<file path="src/rtl/tx_stat_pkg.sv">
package tx_stat_pkg;
   // Number of flag bits above the free-space field.
   localparam int unsigned FLAG_BITS = 3;

   // Flag layout in the upper bits of the status word, MSB first.
   typedef struct packed {
      logic urun;
      logic ack;
      logic done;
   } tx_flags_t;
endpackage

</file>
<file path="src/rtl/tx_space_sat.sv">
module tx_space_sat #(
   parameter int unsigned CNT_W   = 7,
   parameter int unsigned FIELD_W = 5
) (
   input  logic [CNT_W-1:0]   cnt,
   output logic [FIELD_W-1:0] field
);
   localparam logic [FIELD_W-1:0] FMAX = {FIELD_W{1'b1}};

   generate
      if (CNT_W > FIELD_W) begin : g_clip
         logic over;
         assign over  = |cnt[CNT_W-1:FIELD_W];
         assign field = over ? FMAX : cnt[FIELD_W-1:0];
      end else begin : g_pass
         assign field = FIELD_W'(cnt);
      end
   endgenerate
endmodule

</file>
<file path="src/rtl/tx_sticky_flag.sv">
module tx_sticky_flag (
   input  logic clk,
   input  logic rst_n,
   input  logic set,
   input  logic clr,
   output logic q
);
   always_ff @(posedge clk or negedge rst_n) begin
      if (!rst_n)   q <= 1'b0;
      else if (set) q <= 1'b1;
      else if (clr) q <= 1'b0;
   end

   // a set in the same cycle as a clear leaves the flag at 1
   p_set_wins_r8: assert property (@(posedge clk) disable iff (!rst_n)
      set |=> q);
   // a clear with no set empties the flag
   p_flag_clr_r6: assert property (@(posedge clk) disable iff (!rst_n)
      (clr && !set) |=> !q);
   p_flag_idle_r7: assert property (@(posedge clk) disable iff (!rst_n)
      (!clr && !set) |=> $stable(q));
endmodule

</file>
<file path="src/rtl/tx_ack_track.sv">
module tx_ack_track (
   input  logic clk,
   input  logic rst_n,
   input  logic load,
   input  logic val,
   output logic q
);
   always_ff @(posedge clk or negedge rst_n) begin
      if (!rst_n)    q <= 1'b0;
      else if (load) q <= val;
   end

   // outside a done event the acknowledge bit is held
   p_ack_hold_r9: assert property (@(posedge clk) disable iff (!rst_n)
      !load |=> $stable(q));
endmodule

</file>
<file path="src/rtl/tx_done_src.sv">
module tx_done_src (
   input  logic iso_mode,
   input  logic pkt_sent,
   input  logic stall_sent,
   input  logic iso_frame,
   input  logic ack_rcvd,
   output logic done_set,
   output logic ack_val
);
   logic pkt_ok;
   logic frame_ok;

   always_comb begin
      pkt_ok   = pkt_sent  & ~iso_mode;
      frame_ok = iso_frame &  iso_mode;
      done_set = pkt_ok | frame_ok | stall_sent;
      ack_val  = pkt_ok & ack_rcvd & ~stall_sent;
   end
endmodule

</file>
<file path="src/rtl/tx_ep_status.sv">
module tx_ep_status #(
   parameter int unsigned CNT_W   = 7,
   parameter int unsigned FIELD_W = 5,
   localparam int unsigned REG_W  = FIELD_W + tx_stat_pkg::FLAG_BITS
) (
   input  logic             clk,
   input  logic             rst_n,
   input  logic [CNT_W-1:0] free_cnt,
   input  logic             iso_mode,
   input  logic             ev_pkt_sent,
   input  logic             ev_stall_sent,
   input  logic             ev_iso_frame,
   input  logic             ev_ack_rcvd,
   input  logic             ev_underrun,
   input  logic             rd_stb,
   output logic [REG_W-1:0] rd_data
);
   import tx_stat_pkg::*;

   localparam logic [FIELD_W-1:0] FMAX = {FIELD_W{1'b1}};

   generate
      if (CNT_W < 1 || FIELD_W < 1) begin : g_bad_width
         $error("tx_ep_status: widths must be at least 1");
      end
   endgenerate

   logic [FIELD_W-1:0] space_field;
   logic               done_set;
   logic               ack_val;
   tx_flags_t          flags;

   tx_space_sat #(.CNT_W(CNT_W), .FIELD_W(FIELD_W)) u_sat (
      .cnt   (free_cnt),
      .field (space_field)
   );

   tx_done_src u_src (
      .iso_mode   (iso_mode),
      .pkt_sent   (ev_pkt_sent),
      .stall_sent (ev_stall_sent),
      .iso_frame  (ev_iso_frame),
      .ack_rcvd   (ev_ack_rcvd),
      .done_set   (done_set),
      .ack_val    (ack_val)
   );

   tx_sticky_flag u_done (
      .clk (clk), .rst_n (rst_n), .set (done_set), .clr (rd_stb), .q (flags.done)
   );

   tx_sticky_flag u_urun (
      .clk (clk), .rst_n (rst_n), .set (ev_underrun), .clr (rd_stb), .q (flags.urun)
   );

   tx_ack_track u_ack (
      .clk (clk), .rst_n (rst_n), .load (done_set), .val (ack_val), .q (flags.ack)
   );

   assign rd_data = {flags, space_field};

   // the field never exceeds its ceiling and clips large counts
   p_clip_r2: assert property (@(posedge clk) disable iff (!rst_n)
      (free_cnt > CNT_W'(FMAX)) |-> (rd_data[FIELD_W-1:0] == FMAX));
   // a packet strobe in isochronous mode does not set done
   p_iso_pkt_ignored_r3: assert property (@(posedge clk) disable iff (!rst_n)
      (rd_stb && iso_mode && !ev_stall_sent && !ev_iso_frame) |=> !rd_data[FIELD_W]);
   // a STALL always sets done
   p_stall_done_r4: assert property (@(posedge clk) disable iff (!rst_n)
      ev_stall_sent |=> rd_data[FIELD_W]);
   // a frame strobe outside isochronous mode does not set done
   p_frame_ignored_r5: assert property (@(posedge clk) disable iff (!rst_n)
      (rd_stb && !iso_mode && !ev_stall_sent && !ev_pkt_sent) |=> !rd_data[FIELD_W]);
   // an underrun strobe raises bit 7
   p_urun_set_r7: assert property (@(posedge clk) disable iff (!rst_n)
      ev_underrun |=> rd_data[REG_W-1]);
endmodule

</file>
<file path="config.mk">
export PLATFORM = sky130hd
export DESIGN_NAME = tx_ep_status
export DESIGN_NICKNAME = d
export VERILOG_FILES = /design/src/rtl/tx_stat_pkg.sv /design/src/rtl/tx_space_sat.sv /design/src/rtl/tx_sticky_flag.sv /design/src/rtl/tx_ack_track.sv /design/src/rtl/tx_done_src.sv /design/src/rtl/tx_ep_status.sv
export SDC_FILE = /design/constraint.sdc
export NUM_CORES = 1
export LEC_CHECK = 0
export ABC_CLOCK_PERIOD_IN_PS = 1050
export CAP_MARGIN = 10
export CORE_AREA = 2 2 39 41
export CTS_CLUSTER_SIZE = 8
export DETAILED_ROUTE_END_ITERATION = 6
export DIE_AREA = 0 0 41 43
export DONT_BUFFER_PORTS = 1
export PLACE_DENSITY = 0.3
export SYNTH_ARGS = -nofsm -noshare
export SYNTH_HDL_FRONTEND = slang
export SYNTH_SLANG_ARGS = --single-unit
</file>
<file path="constraint.sdc">
create_clock -name clk -period 1.05 [get_ports clk]
set_input_delay 0.105 -clock clk [delete_from_list [all_inputs] [get_ports clk]]
set_output_delay 0.105 -clock clk [all_outputs]
set_load 0.01 [all_outputs]
</file>
* Word-level counts from Yosys, hierarchy flattened
Index checks and enable logic that the tools add are counted.
Word-level totals: flip-flop bits (word level) 3, bits of input ports 16, output and inout bits 8
Operators by class: muxes and demuxes 4, bitwise operators 8, reductions and logical operators 3
Operator list (number):
- $mux W5 | 1
- $and A1 B1 Y1 | 4
- $reduce_bool A2 Y1 | 2
- $mux W1 | 3
- $not A1 Y1 | 2
- $or A1 B1 Y1 | 2
- $reduce_or A2 Y1 | 1

* Depth between registers and ports, before layout
Gate-level depths: netlist of the first run.
word-level depth 5, depth in mapped cells 3

* Hierarchy
Synthesis of the first run repeated with hierarchy kept, for this count alone.
Unflattened totals: cells, all modules 17, area total of the unflattened synthesis 172.7 sq um
Modules (own cells, without submodules):
- tx_sticky_flag | times used 2, cells an instance 3, area an instance 36.3 sq um, seq. area each 25.0 sq um
- tx_ack_track | times used 1, cells an instance 2, area an instance 40.0 sq um, seq. area each 25.0 sq um
- tx_space_sat | times used 1, cells an instance 5, area an instance 31.3 sq um, seq. area each 0.0 sq um
- tx_done_src | times used 1, cells an instance 4, area an instance 28.8 sq um, seq. area each 0.0 sq um

* Worst setup path before layout of the first run
No wires, ideal clock.
path kind register to register, start register, netlist name u_ack.q, end register u_ack.q, library setup time 129 ps, arrival 742 ps, slack 179 ps, cell stages (with the launch flop) 4, cell sequence dfrtp_1 -> nor2b_1 -> a211oi_1 -> a211oi_1
RTL lines:
- end signal, assigned | line tx_ack_track.sv:10 | else if (load) q <= val;
- end, declared | line tx_ack_track.sv:6 | output logic q

==> impl_results.md, run 1 <==
* Status: complete, no violations
* Hold Worst Slack at 0.01722 ns
* Y dimension of the die at 43 µm
* Vias in the first global route at 191
* Number of clock sinks at 3
* Top achievable clock speed at 1.121 GHz
* Top post-synthesis cells by area: dfrtp_1 (40%), or3_1 (17%), buf_4 (12%)
* Fillers at 156
* Global router's overall resource usage at 7.948%
* Clock edge transition at the registers on the reported setup and hold paths at 0.04 ns
* Share of final-layout standard cells stronger than drive strength 1 at 19.23%
* Global route total overflow at 0
* Number of warning messages in the yosys log at 0
* Fin crit period at 0.8919 ns
* Main combinational cell family by area after synthesis: simple AND/OR/NAND/NOR gates
* Die Span X at 41 µm
* Area of the core at 1384 µm²
* Placement-stage worst setup slack at 0.1461 ns
* Peak ir drop on the vdd network at 0.5120 mV
* Adder-cell area share of the yosys netlist at 0%
* Buffers from clock root to sink, at most at 2
* DRC violation count after routing at 0
* WL/cell at 12.79 µm
* Most used standard cells in the synthesized netlist: or3_1 (5), buf_4 (3), dfrtp_1 (3)
* Routability congestion estimate from global placement at 0.5827
* Number of routed nets with antenna violations at 0
* Critical path capture point type: flip-flop
* R2R setup slack at 0.16 ns
* Number of CTS-inserted buffers at 3
* Portion of the post-synthesis area used by sequential elements at 40.27%
* Total wire length after detailed routing at 537 µm
* Worst-case setup margin in the final layout at 0.1581 ns
* Effective utilization at floorplan at 13.47%
* Floorplan row count at 14
* Final-stage net count at 43
* IO Pins at 24
* Clock tree from TritonCTS: yes
* Post-synthesis instance total at 20
* Htree depth at 1
* Leading cell type by number of instances after synthesis: or3_1
* Mux share of post-synthesis cell area at 5.369%
* Synthesized Nets at 36
* Floorplan die area at 1763 µm²
* Critical path required time at 1.17 ns
* Hold Vio Cnt, Final at 0
* Number of distinct standard cells referenced by the synthesized netlist at 11
* Xor and xnor fraction of the mapped netlist area at 0%
* Number of flops mapped to enable cells by yosys at 0
* Detailed-routing iteration count for the pre-antenna-repair pass at 2
* Ratio of final minimum period to clock period at 84.94%
* Post-synthesis to final-layout area growth at 40.94%
* Classification of the worst-slack hold path: in -> reg
* Inserted Diodes at 0
* Slew at the pin closest to its max-slew limit at 0.2102 ns
* Initial antenna violation count at 0
* Post-Syn Area at 186.4 µm²
* Max Fanout on Critical Path at 2
* Starting DRC count in detailed routing at 2
* Maximum number of pins on one net before global-route repair at 6
* Cell at the root of the clock tree: clkbuf_4
* Via density per instance at 4.048
* Vias after detailed routing at 170
* Setup repair after global routing missed its margin: no
* Synth Register Bits at 3
* Fraction of registers with async set or reset after synthesis at 100.0%
* Data arrival time of the critical path at 1.01 ns
* Final-report max-slew violation count at 0
* Worst Skew at 0 ns
* Post-Synth Simple-Gate Area at 25.50%
* Post-synthesis cell type with the largest combined area: dfrtp_1
* Ratio of total power to cell area at 1479 nW/µm²
* Wire length of the first global-routing pass at 814 µm
* Top cell type's share of synthesized area at 40.27%
* Relative slew slack at 85.90%
* Most used flip-flop cell after synthesis: dfrtp_1
* Clock Latency Late Sink at 0.24 ns
* Compound-Gate Fraction of Synth Area at 14.77%
* Maximum capacitance violations at 0
* Type of origin of the critical path: flip-flop
* Leak at 0.1038 nW
* Total of endpoints with negative setup slack in the final report at 0
* Setup Crit Path Kind: reg -> reg
* Mean cell area of the mapped netlist at 9.321 µm²
* Port Buffer Count at 0
* Setup TNS after final layout at 0 ns
critical path: stages, from the launching register on:
cell	delay (ns)
dfrtp_1	0.37
nor2b_1	0.14
a211oi_2	0.19
a211oi_1	0.08
cell families after synthesis:
family	count (synthesis)
AO/OA/AOI/OAI	4
buffers and inverters	4
multiplexers	1
AND/OR/NAND/NOR	8
flip-flops	3
timing repair:
item	4_1_cts	5_1_grt
endpoints found under the setup margin	0	1
hold endpoints to repair	6	0
resized for setup	0	1
hold buffers	4	0
setup buffers	0	0
flip-flops by register name (all words and copies together), names as in the netlist:
register,count
u_ack.q,1
u_urun.q,1
u_done.q,1
per-layer routing:
metal  share of wire (%)  vias to the layer above  GRT usage [%]
li1                    -                       81              -
met1                  37                       75          8.738
met2                  47                       12          9.375
met3                  12                        2          3.665
met4                 3.5                        0          10.00
met5                   0                        -              0
cell type report:
| class | count | area, µm² | area share [%] |
|---|---|---|---|
| clock buffers | 4 | 26.28 | 10.00 |
| inverters | 1 | 3.754 | 1.429 |
| multi-input cells | 13 | 90.09 | 34.29 |
| flip-flops and latches | 3 | 75.07 | 28.57 |
| well taps | 16 | 20.02 | 7.619 |
| repair buffers | 5 | 47.55 | 18.10 |
metrics by stage:
| stage | power [mW] | utilization (%) | cells | instance area [µm²] |
|---|---|---|---|---|
| global placement | 0.1624 | 13.83 | 34 | 191.4 |
| global route | 0.4209 | 18.99 | 42 | 262.8 |
| detailed placement | 0.1629 | 13.83 | 34 | 191.4 |
| floorplan | 0.1642 | - | 20 | 186.4 |
| finish | 0.3886 | 18.99 | 42 | 262.8 |
| CTS | 0.3960 | 18.63 | 42 | 257.7 |
path summary, 6_finish.rpt:
| path | start | depth (start not counted) | to |
|---|---|---|---|
| max reg2reg | u_ack.q$_DFFE_PN0P_ | 3 | u_ack.q$_DFFE_PN0P_ |
| max | u_ack.q$_DFFE_PN0P_ | 3 | u_ack.q$_DFFE_PN0P_ |
| max in group asynchronous | rst_n | 1 | u_done.q$_DFFE_PN0P_ |
| min reg2reg | u_urun.q$_DFFE_PN0P_ | 1 | u_urun.q$_DFFE_PN0P_ |
| min | ev_pkt_sent | 2 | u_done.q$_DFFE_PN0P_ |
| min in group asynchronous | rst_n | 1 | u_ack.q$_DFFE_PN0P_ |
cells in the final DEF (no fill, tap or decap):
| cell type | netlist | final |
|---|---|---|
| a211oi_1 | 2 | 1 |
| a211oi_2 | 0 | 1 |
| a21o_1 | 1 | 1 |
| a21oi_1 | 1 | 1 |
| buf_4 | 3 | 1 |
| clkbuf_1 | 0 | 1 |
| clkbuf_4 | 0 | 3 |
| dfrtp_1 | 3 | 3 |
| dlygate4sd3_1 | 0 | 4 |
| inv_1 | 1 | 1 |
| mux2i_1 | 1 | 1 |
| nand2_1 | 1 | 1 |
| nand2b_1 | 1 | 1 |
| nor2b_1 | 1 | 1 |
| or3_1 | 5 | 5 |
where the power goes:
group / internal (mW) / switching (mW) / leakage [nW] / total (mW)
sequential: 0.123 / 0.00667 / 0.0336 / 0.130
clock: 0.143 / 0.0688 / 0.0150 / 0.212
combinational: 0.0265 / 0.0204 / 0.0552 / 0.0469
No activity file was read; power rests on OpenSTA's default activity.
==> run 2, diff against run 1 <==
--- a/config.mk
+++ b/config.mk
@@ -5,7 +5,8 @@
 export SDC_FILE = /design/constraint.sdc
 export NUM_CORES = 1
 export LEC_CHECK = 0
-export ABC_CLOCK_PERIOD_IN_PS = 1050
+export ABC_AREA = 1
+export ABC_CLOCK_PERIOD_IN_PS = 800
 export CAP_MARGIN = 10
 export CORE_AREA = 2 2 39 41
 export CTS_CLUSTER_SIZE = 8
==> constraint.sdc (replaced) <==
create_clock -name clk -period 0.8 [get_ports clk]
set_input_delay 0.08 -clock clk [delete_from_list [all_inputs] [get_ports clk]]
set_output_delay 0.08 -clock clk [all_outputs]
set_load 0.01 [all_outputs]
==> run 2 against run 1 <==
Against the previous run:
- the run now ends with negative setup slack left
- largest power group unchanged
- clock power up 25%
- synthesized area up 5.4%
- routed wire length down 18%
- critical endpoint is now rd_data[7]
==> impl_results.md, run 2 <==
* Most used flip-flop cell after synthesis: dfrtp_1
* Commonest non-fill, non-tap cells in the layout: inv_1 (8), nand2_1 (8), dlygate4sd3_1 (5)
* Global router's overall resource usage at 6.137% (-1.8 points)
* Number of distinct standard cells referenced by the synthesized netlist at 8 (-3)
* Data arrival time of the critical path at 0.74 ns (-0.27 ns)
* Buffers from clock root to sink, at most at 2 (unchanged)
* WL/cell at 8.481 µm (-34%)
* Number of clock sinks at 3 (unchanged)
* Hold Vio Cnt, Final at 0 (unchanged)
* Top post-synthesis cells by area: dfrtp_1 (38%), inv_1 (15%), nand2_1 (15%)
* Routability congestion estimate from global placement at 0.6454 (+11%)
* Floorplan row count at 14 (unchanged)
* Worst-case setup margin in the final layout at -0.01800 ns (-0.1761 ns)
* Mean cell area of the mapped netlist at 7.016 µm² (-25%)
* Initial antenna violation count at 0 (unchanged)
* Post-synthesis to final-layout area growth at 49.04%
* Multi-input gate area at 68.82 µm² (-24%)
* Main combinational cell family by area after synthesis: simple AND/OR/NAND/NOR gates
* Detailed-routing iteration count for the pre-antenna-repair pass at 2 (unchanged)
* Leak at 0.1551 nW (+49%)
* Wire length of the first global-routing pass at 614 µm (-25%)
* Status: complete, but fails checks
* Cell at the root of the clock tree: clkbuf_4
* Ratio of total power to cell area at 1747 nW/µm² (+18%)
* Total of endpoints with negative setup slack in the final report at 2 (+2)
* Synth Register Bits at 3 (unchanged)
* Floorplan die area at 1763 µm² (unchanged)
* Slowest cell on the critical path: dfrtp_1
* Total area of sequential cells at 75.07 µm² (unchanged)
* Share of final-layout standard cells stronger than drive strength 1 at 19.44% (+0.21 points)
* Critical path capture point type: output port
* Placement-stage worst setup slack at 0.1226 ns (-0.02350 ns)
* Core occupancy in the finished layout at 21.16% (+2.2 points)
* Clock Latency Late Sink at 0.23 ns (about the same)
* Clock edge transition at the registers on the reported setup and hold paths at 0.04 ns (about the same)
* IO Pins at 24 (unchanged)
* Peak ir drop on the vdd network at 0.5887 mV (+15%)
* Fin crit period at 0.8180 ns
* Die Span X at 41 µm (unchanged)
* Cell-by-cell trace of the critical path: buf_6
* Final-stage net count at 53 (+23%)
* Post-DP HPWL at 377.7 µm
* Post-synthesis instance total at 28 (+40%)
* Number of CTS-inserted buffers at 3 (unchanged)
* Maximum number of pins on one net before global-route repair at 6 (unchanged)
* Total chip power at 511.6 µW (+32%)
* Vias after detailed routing at 194 (+14%)
* Number of warning messages in the yosys log at 0 (unchanged)
* Most used standard cells in the synthesized netlist: inv_1 (8), nand2_1 (8), buf_4 (3), dfrtp_1 (3), nand4_1 (3)
* Setup Crit Path Kind: reg -> out
* Largest registers ranked by flip-flop count: u_ack.q x1, u_done.q x1, u_urun.q x1
* Maximum capacitance violations at 0 (unchanged)
* Post-Syn Area at 196.4 µm² (+5.4%)
* Fillers at 155 (-0.64%)
* Inserted Diodes at 0 (unchanged)
* Synthesized Nets at 44 (+22%)
* Xor and xnor fraction of the mapped netlist area at 0% (unchanged)
* Via density per instance at 3.731 (-7.8%)
* Number of flops mapped to enable cells by yosys at 0 (unchanged)
* Vias in the first global route at 178 (-6.8%)
* Post-Synth Simple-Gate Area at 31.21% (+5.7 points)
* Classification of the worst-slack hold path: in -> reg
* Port Buffer Count at 0 (unchanged)
* Final-report max-slew violation count at 0 (unchanged)
* Portion of the post-synthesis area used by sequential elements at 38.22% (-2.1 points)
* Slew at the pin closest to its max-slew limit at 0.1703 ns (-0.03986 ns)
* Worst Skew at 0 ns (unchanged)
* Post-CTS setup buffer count at 0 (unchanged)
* Relative slew slack at 88.63% (+2.7 points)
* Violated checks: negative setup slack
* Biggest cell delay along the critical path at 0.38 ns (about the same)
* Htree depth at 1 (unchanged)
* Critical path required time at 0.72 ns (-0.45 ns)
* Adder-cell area share of the yosys netlist at 0% (unchanged)
* Y dimension of the die at 43 µm (unchanged)
* Global route total overflow at 0 (unchanged)
* Total wire length after detailed routing at 441 µm (-18%)
* DRC violation count after routing at 0 (unchanged)
* Mux share of post-synthesis cell area at 0% (-5.4 points)
* Setup TNS after final layout at -0.02579 ns (-0.02579 ns)
* Top cell type's share of synthesized area at 38.22% (-2.1 points)
* Area of the core at 1384 µm² (unchanged)
* Setup repair after global routing missed its margin: yes
* Type of origin of the critical path: flip-flop
* Effective utilization at floorplan at 14.20% (+0.72 points)
* Number of routed nets with antenna violations at 0 (unchanged)
* Bufs and invs on worst path at 1 (+1)
* Fraction of registers with async set or reset after synthesis at 100.0% (unchanged)
* Max Fanout on Critical Path at 2 (unchanged)
* Post-synthesis cell type with the largest combined area: dfrtp_1
* Clock tree from TritonCTS: yes
* Starting DRC count in detailed routing at 1 (-1)
* Ratio of final minimum period to clock period at 102.3%
* Compound-Gate Fraction of Synth Area at 3.822% (-11 points)
* Fin area at 292.8 µm² (+11%)
* Cell family with the largest share of critical-path delay: flip-flops
* Post-DP Area at 209.0 µm² (+9.1%)
* Top achievable clock speed at 1.222 GHz
## run 2: cell count changes after synthesis, sizes merged, moves of 2 or more
cell    change
a211oi      -2
inv         +7
nand2       +8
nand4       +3
or3         -5
## run 2: logic make-up (layout without fill, tap and decap cells)
family	after synthesis	after routing
compound gates	1	1
simple gates	13	13
flops	3	3
buf+inv	11	19
## run 2: timing repair
item                                    in CTS  in global routing
gates resized for setup                      2                  0
hold endpoints to repair                     6                  0
hold buffers                                 5                  0
endpoints found under the setup margin       2                  2
gates cloned                                 0                  0
## run 2: final cells by class
cell class	count	share of cell area (%)
Tap cell	16	6.838
Clock buffer	4	8.974
Inverter	8	10.26
Timing Repair Buffer	7	24.79
Sequential cell	3	25.64
Multi-Input combinational cell	14	23.50
## run 2: path summary, 6_finish.rpt
| kind | startpoint | endpoint | slack, ns | depth (start not counted) |
|---|---|---|---|---|
| worst max-delay path | u_urun.q$_DFFE_PN0P_ | rd_data[7] | -0.02 | 1 |
| worst min-delay path | ev_pkt_sent | u_ack.q$_DFFE_PN0P_ | 0.01 | 2 |
| worst max register to register | u_ack.q$_DFFE_PN0P_ | u_ack.q$_DFFE_PN0P_ | 0.12 | 2 |
| worst min register to register | u_urun.q$_DFFE_PN0P_ | u_urun.q$_DFFE_PN0P_ | 0.51 | 1 |
| max in group asynchronous | rst_n | u_done.q$_DFFE_PN0P_ | 0.55 | 1 |
| min in group asynchronous | rst_n | u_urun.q$_DFFE_PN0P_ | 0.10 | 1 |
## run 2: metrics by stage
| stage | instances | hold slack, ns |
|---|---|---|
| 2_1_floorplan | 28 | -0.2156 |
| 3_3_place_gp | 43 | -0.2155 |
| 3_5_place_dp | 43 | -0.2155 |
| 4_1_cts | 52 | 0.0005967 |
| 5_1_grt | 52 | 0.005319 |
| 6_report | 52 | 0.01054 |
## run 2: per-layer routing
layer  wire [µm]  GRT usage [%]
met1         175          4.854
met2         187          7.813
met3          78          4.712
met4           0          8.000
met5           0              0
## run 2: report_power, final
| part | total, mW | leakage [nW] | switching [mW] | internal (mW) |
|---|---|---|---|---|
| clock | 0.266 | 0.0150 | 0.0791 | 0.187 |
| combinational | 0.0776 | 0.106 | 0.0366 | 0.0409 |
| sequential | 0.168 | 0.0342 | 0.00685 | 0.161 |
==> run 3, diff against run 2 <==
--- a/config.mk
+++ b/config.mk
@@ -16,4 +16,5 @@
 export PLACE_DENSITY = 0.3
 export SYNTH_ARGS = -nofsm -noshare
 export SYNTH_HDL_FRONTEND = slang
+export SYNTH_HIERARCHICAL = 1
 export SYNTH_SLANG_ARGS = --single-unit
==> run 3 against run 2 <==
Against the previous run:
- the run now ends clean
- maximum frequency is 13% higher
- clock-buffer cell count stayed put
- non-clock buffer count is 4 lower
- critical endpoint is now rd_data[5]
- highest routed layer unchanged
==> impl_results.md, run 3 <==
* Status: complete, no violations
* Mean cell area of the mapped netlist at 5.953 µm² (-15%)
* Cell at the root of the clock tree: clkbuf_4
* Fillers at 154 (-0.65%)
* Portion of the post-synthesis area used by sequential elements at 38.22% (unchanged)
* FF-to-FF Start: u_ack/q$_DFFE_PN0P_
* Fraction of registers with async set or reset after synthesis at 100.0% (unchanged)
* Worst Skew at 0 ns (unchanged)
* Inserted Diodes at 0 (unchanged)
* Effective utilization at floorplan at 14.20% (unchanged)
* R2R setup slack at 0.14 ns (+0.02 ns)
* Number of routed nets with antenna violations at 0 (unchanged)
* Number of distinct standard cells referenced by the synthesized netlist at 6 (-2)
* Number of CTS-inserted buffers at 3 (unchanged)
* Commonest non-fill, non-tap cells in the layout: nand2_1 (14), inv_1 (12), clkbuf_4 (3), dlygate4sd3_1 (3), dfrtp_1 (3)
* WL/cell at 8.125 µm (-4.2%)
* Type of origin of the critical path: flip-flop
* Ratio of final minimum period to clock period at 90.35% (-12 points)
* Routability congestion estimate from global placement at 0.5678 (-12%)
* Final-stage net count at 57 (+7.5%)
* Non-filler instance count after layout at 56 (+7.7%)
* Buffers from clock root to sink, at most at 2 (unchanged)
* Most used flip-flop cell after synthesis: dfrtp_1
* Wire length of the first global-routing pass at 552 µm (-10%)
* Number of clock sinks at 3 (unchanged)
* Area of the core at 1384 µm² (unchanged)
* Floorplan row count at 14 (unchanged)
* Leading cell type in the layout, fill and taps excluded: nand2_1
* Fin crit period at 0.7228 ns (-0.09517 ns)
* Final-report max-slew violation count at 0 (unchanged)
* Floorplan die area at 1763 µm² (unchanged)
* Detailed-routing iteration count for the pre-antenna-repair pass at 1 (-1)
* Synthesized Nets at 49 (+11%)
* Destination of the worst register-to-register timing path: u_ack/q$_DFFE_PN0P_
* Vias in the first global route at 171 (-3.9%)
* Via density per instance at 3.625 (-2.8%)
* Total wire length after detailed routing at 455 µm (+3.2%)
* Share of final-layout standard cells stronger than drive strength 1 at 15.00% (-4.4 points)
* Die Span X at 41 µm (unchanged)
* Setup repair after global routing missed its margin: no
* Global route total overflow at 0 (unchanged)
* Post-Syn Area at 196.4 µm² (unchanged)
* Vias after detailed routing at 203 (+4.6%)
* Setup TNS after final layout at 0 ns (+0.02579 ns)
* Core occupancy in the finished layout at 19.71% (-1.4 points)
* Number of flops mapped to enable cells by yosys at 0 (unchanged)
* Global router's overall resource usage at 5.400% (-0.74 points)
* WHS Endpoint: u_ack/q$_DFFE_PN0P_
* Maximum number of pins on one net before global-route repair at 6 (unchanged)
* Classification of the worst-slack hold path: in -> reg
* Worst Reg-to-Reg Cells at 2 (unchanged)
* Data arrival time of the critical path at 0.64 ns (-0.10 ns)
* Post-synthesis to final-layout area growth at 38.85%
* Hold Vio Cnt, Final at 0 (unchanged)
* Maximum capacitance violations at 0 (unchanged)
* Y dimension of the die at 43 µm (unchanged)
* Placed instance count at 49 (+14%)
* Post-synthesis instance total at 33 (+18%)
* Top post-synthesis cells by area: dfrtp_1 (38%), nand2_1 (27%), inv_1 (23%)
* Hold buffer count at CTS at 3 (-2)
* Post-synthesis cell type with the largest combined area: dfrtp_1
* IO Pins at 24 (unchanged)
* Max Fanout on Critical Path at 2 (unchanged)
* Port Buffer Count at 0 (unchanged)
* Setup Crit Path Kind: reg -> out
* Leading cell type by number of instances after synthesis: nand2_1
* Clock Latency Late Sink at 0.23 ns (about the same)
* Most used standard cells in the synthesized netlist: nand2_1 (14), inv_1 (12), dfrtp_1 (3)
* Post-CTS setup buffer count at 0 (unchanged)
* Top cell type's share of synthesized area at 38.22% (unchanged)
* Slew at the pin closest to its max-slew limit at 0.1781 ns (+0.007818 ns)
* Top achievable clock speed at 1.383 GHz (+13%)
* Ratio of total power to cell area at 1820 nW/µm² (+4.1%)
* Initial antenna violation count at 0 (unchanged)
* Starting DRC count in detailed routing at 0 (-1)
* Worst Hold Depth at 4 (+2)
* Hold wc startpoint: ev_ack_rcvd
* Synth Register Bits at 3 (unchanged)
* Total chip power at 496.3 µW (-3.0%)
* Peak ir drop on the vdd network at 0.2029 mV (-66%)
* Number of warning messages in the yosys log at 6 (+6)
* Largest registers ranked by flip-flop count: u_ack/q x1, u_done/q x1, u_urun/q x1
* Total of endpoints with negative setup slack in the final report at 0 (-2)
* Clock edge transition at the registers on the reported setup and hold paths at 0.04 ns (about the same)
* Leak at 0.1667 nW (+7.5%)
* Critical path required time at 0.72 ns (about the same)
* Relative slew slack at 88.11% (-0.52 points)
* Clock tree from TritonCTS: yes
* Htree depth at 1 (unchanged)
* Critical path capture point type: output port
* DRC violation count after routing at 0 (unchanged)
* PostCTS Resize Cnt at 0 (-2)
-- run 3: routing by layer --
layer | vias to the layer above | routed length [µm] | share of wire (%) | global-route usage (%)
met3 | 0 | 68 | 15 | 1.571
met4 | 0 | 0 | 0 | 10.00
met2 | 23 | 218 | 48 | 7.500
met1 | 79 | 167 | 37 | 3.810
met5 | - | 0 | 0 | 0
li1 | 101 | - | - | -
-- run 3: cell families after synthesis --
kind of cell           after synthesis  share of synthesized area, %
buffers and inverters               12                         22.93
AND/OR/NAND/NOR                     18                         38.85
flip-flops                           3                         38.22
-- run 3: worst max path at each step --
stage	to	startpoint	depth (start not counted)
finish	rd_data[5]	u_done/q$_DFFE_PN0P_	0
global route	rd_data[7]	u_urun/q$_DFFE_PN0P_	0
CTS	rd_data[5]	u_done/q$_DFFE_PN0P_	0
detailed placement	u_ack/q$_DFFE_PN0P_	u_ack/q$_DFFE_PN0P_	2
global placement	u_done/q$_DFFE_PN0P_	u_done/q$_DFFE_PN0P_	2
floorplan	u_ack/q$_DFFE_PN0P_	u_ack/q$_DFFE_PN0P_	2
-- run 3: worst min-delay path, stage by stage --
cell	delay [ns]
nand2_1	0.06
nor2_2	0.03
nand2_1	0.04
nand2_1	0.05
-- run 3: stage by stage --
step | hold slack [ns] | setup WS [ns] | cell area (µm²)
2_1_floorplan | -0.2156 | 0.1848 | 196.4
3_3_place_gp | -0.2155 | 0.1571 | 216.5
3_5_place_dp | -0.2155 | 0.1398 | 216.5
4_1_cts | 0.07138 | 0.06830 | 272.8
5_1_grt | 0.07571 | 0.04909 | 272.8
6_report | 0.07527 | 0.07717 | 272.8
-- run 3: cell type report --
class / instances / area, µm² / area share, %
timing repair buffer: 3 / 30.03 / 11.01
inverter: 12 / 45.04 / 16.51
clock buffer: 4 / 26.28 / 9.633
sequential: 3 / 75.07 / 27.52
multi-input combinational: 18 / 76.32 / 27.98
tap: 16 / 20.02 / 7.339
-- run 3: power breakdown --
| part | internal [mW] | switching (mW) |
|---|---|---|
| Sequential | 0.161 | 0.00969 |
| Clock | 0.187 | 0.0794 |
| Combinational | 0.0251 | 0.0343 |
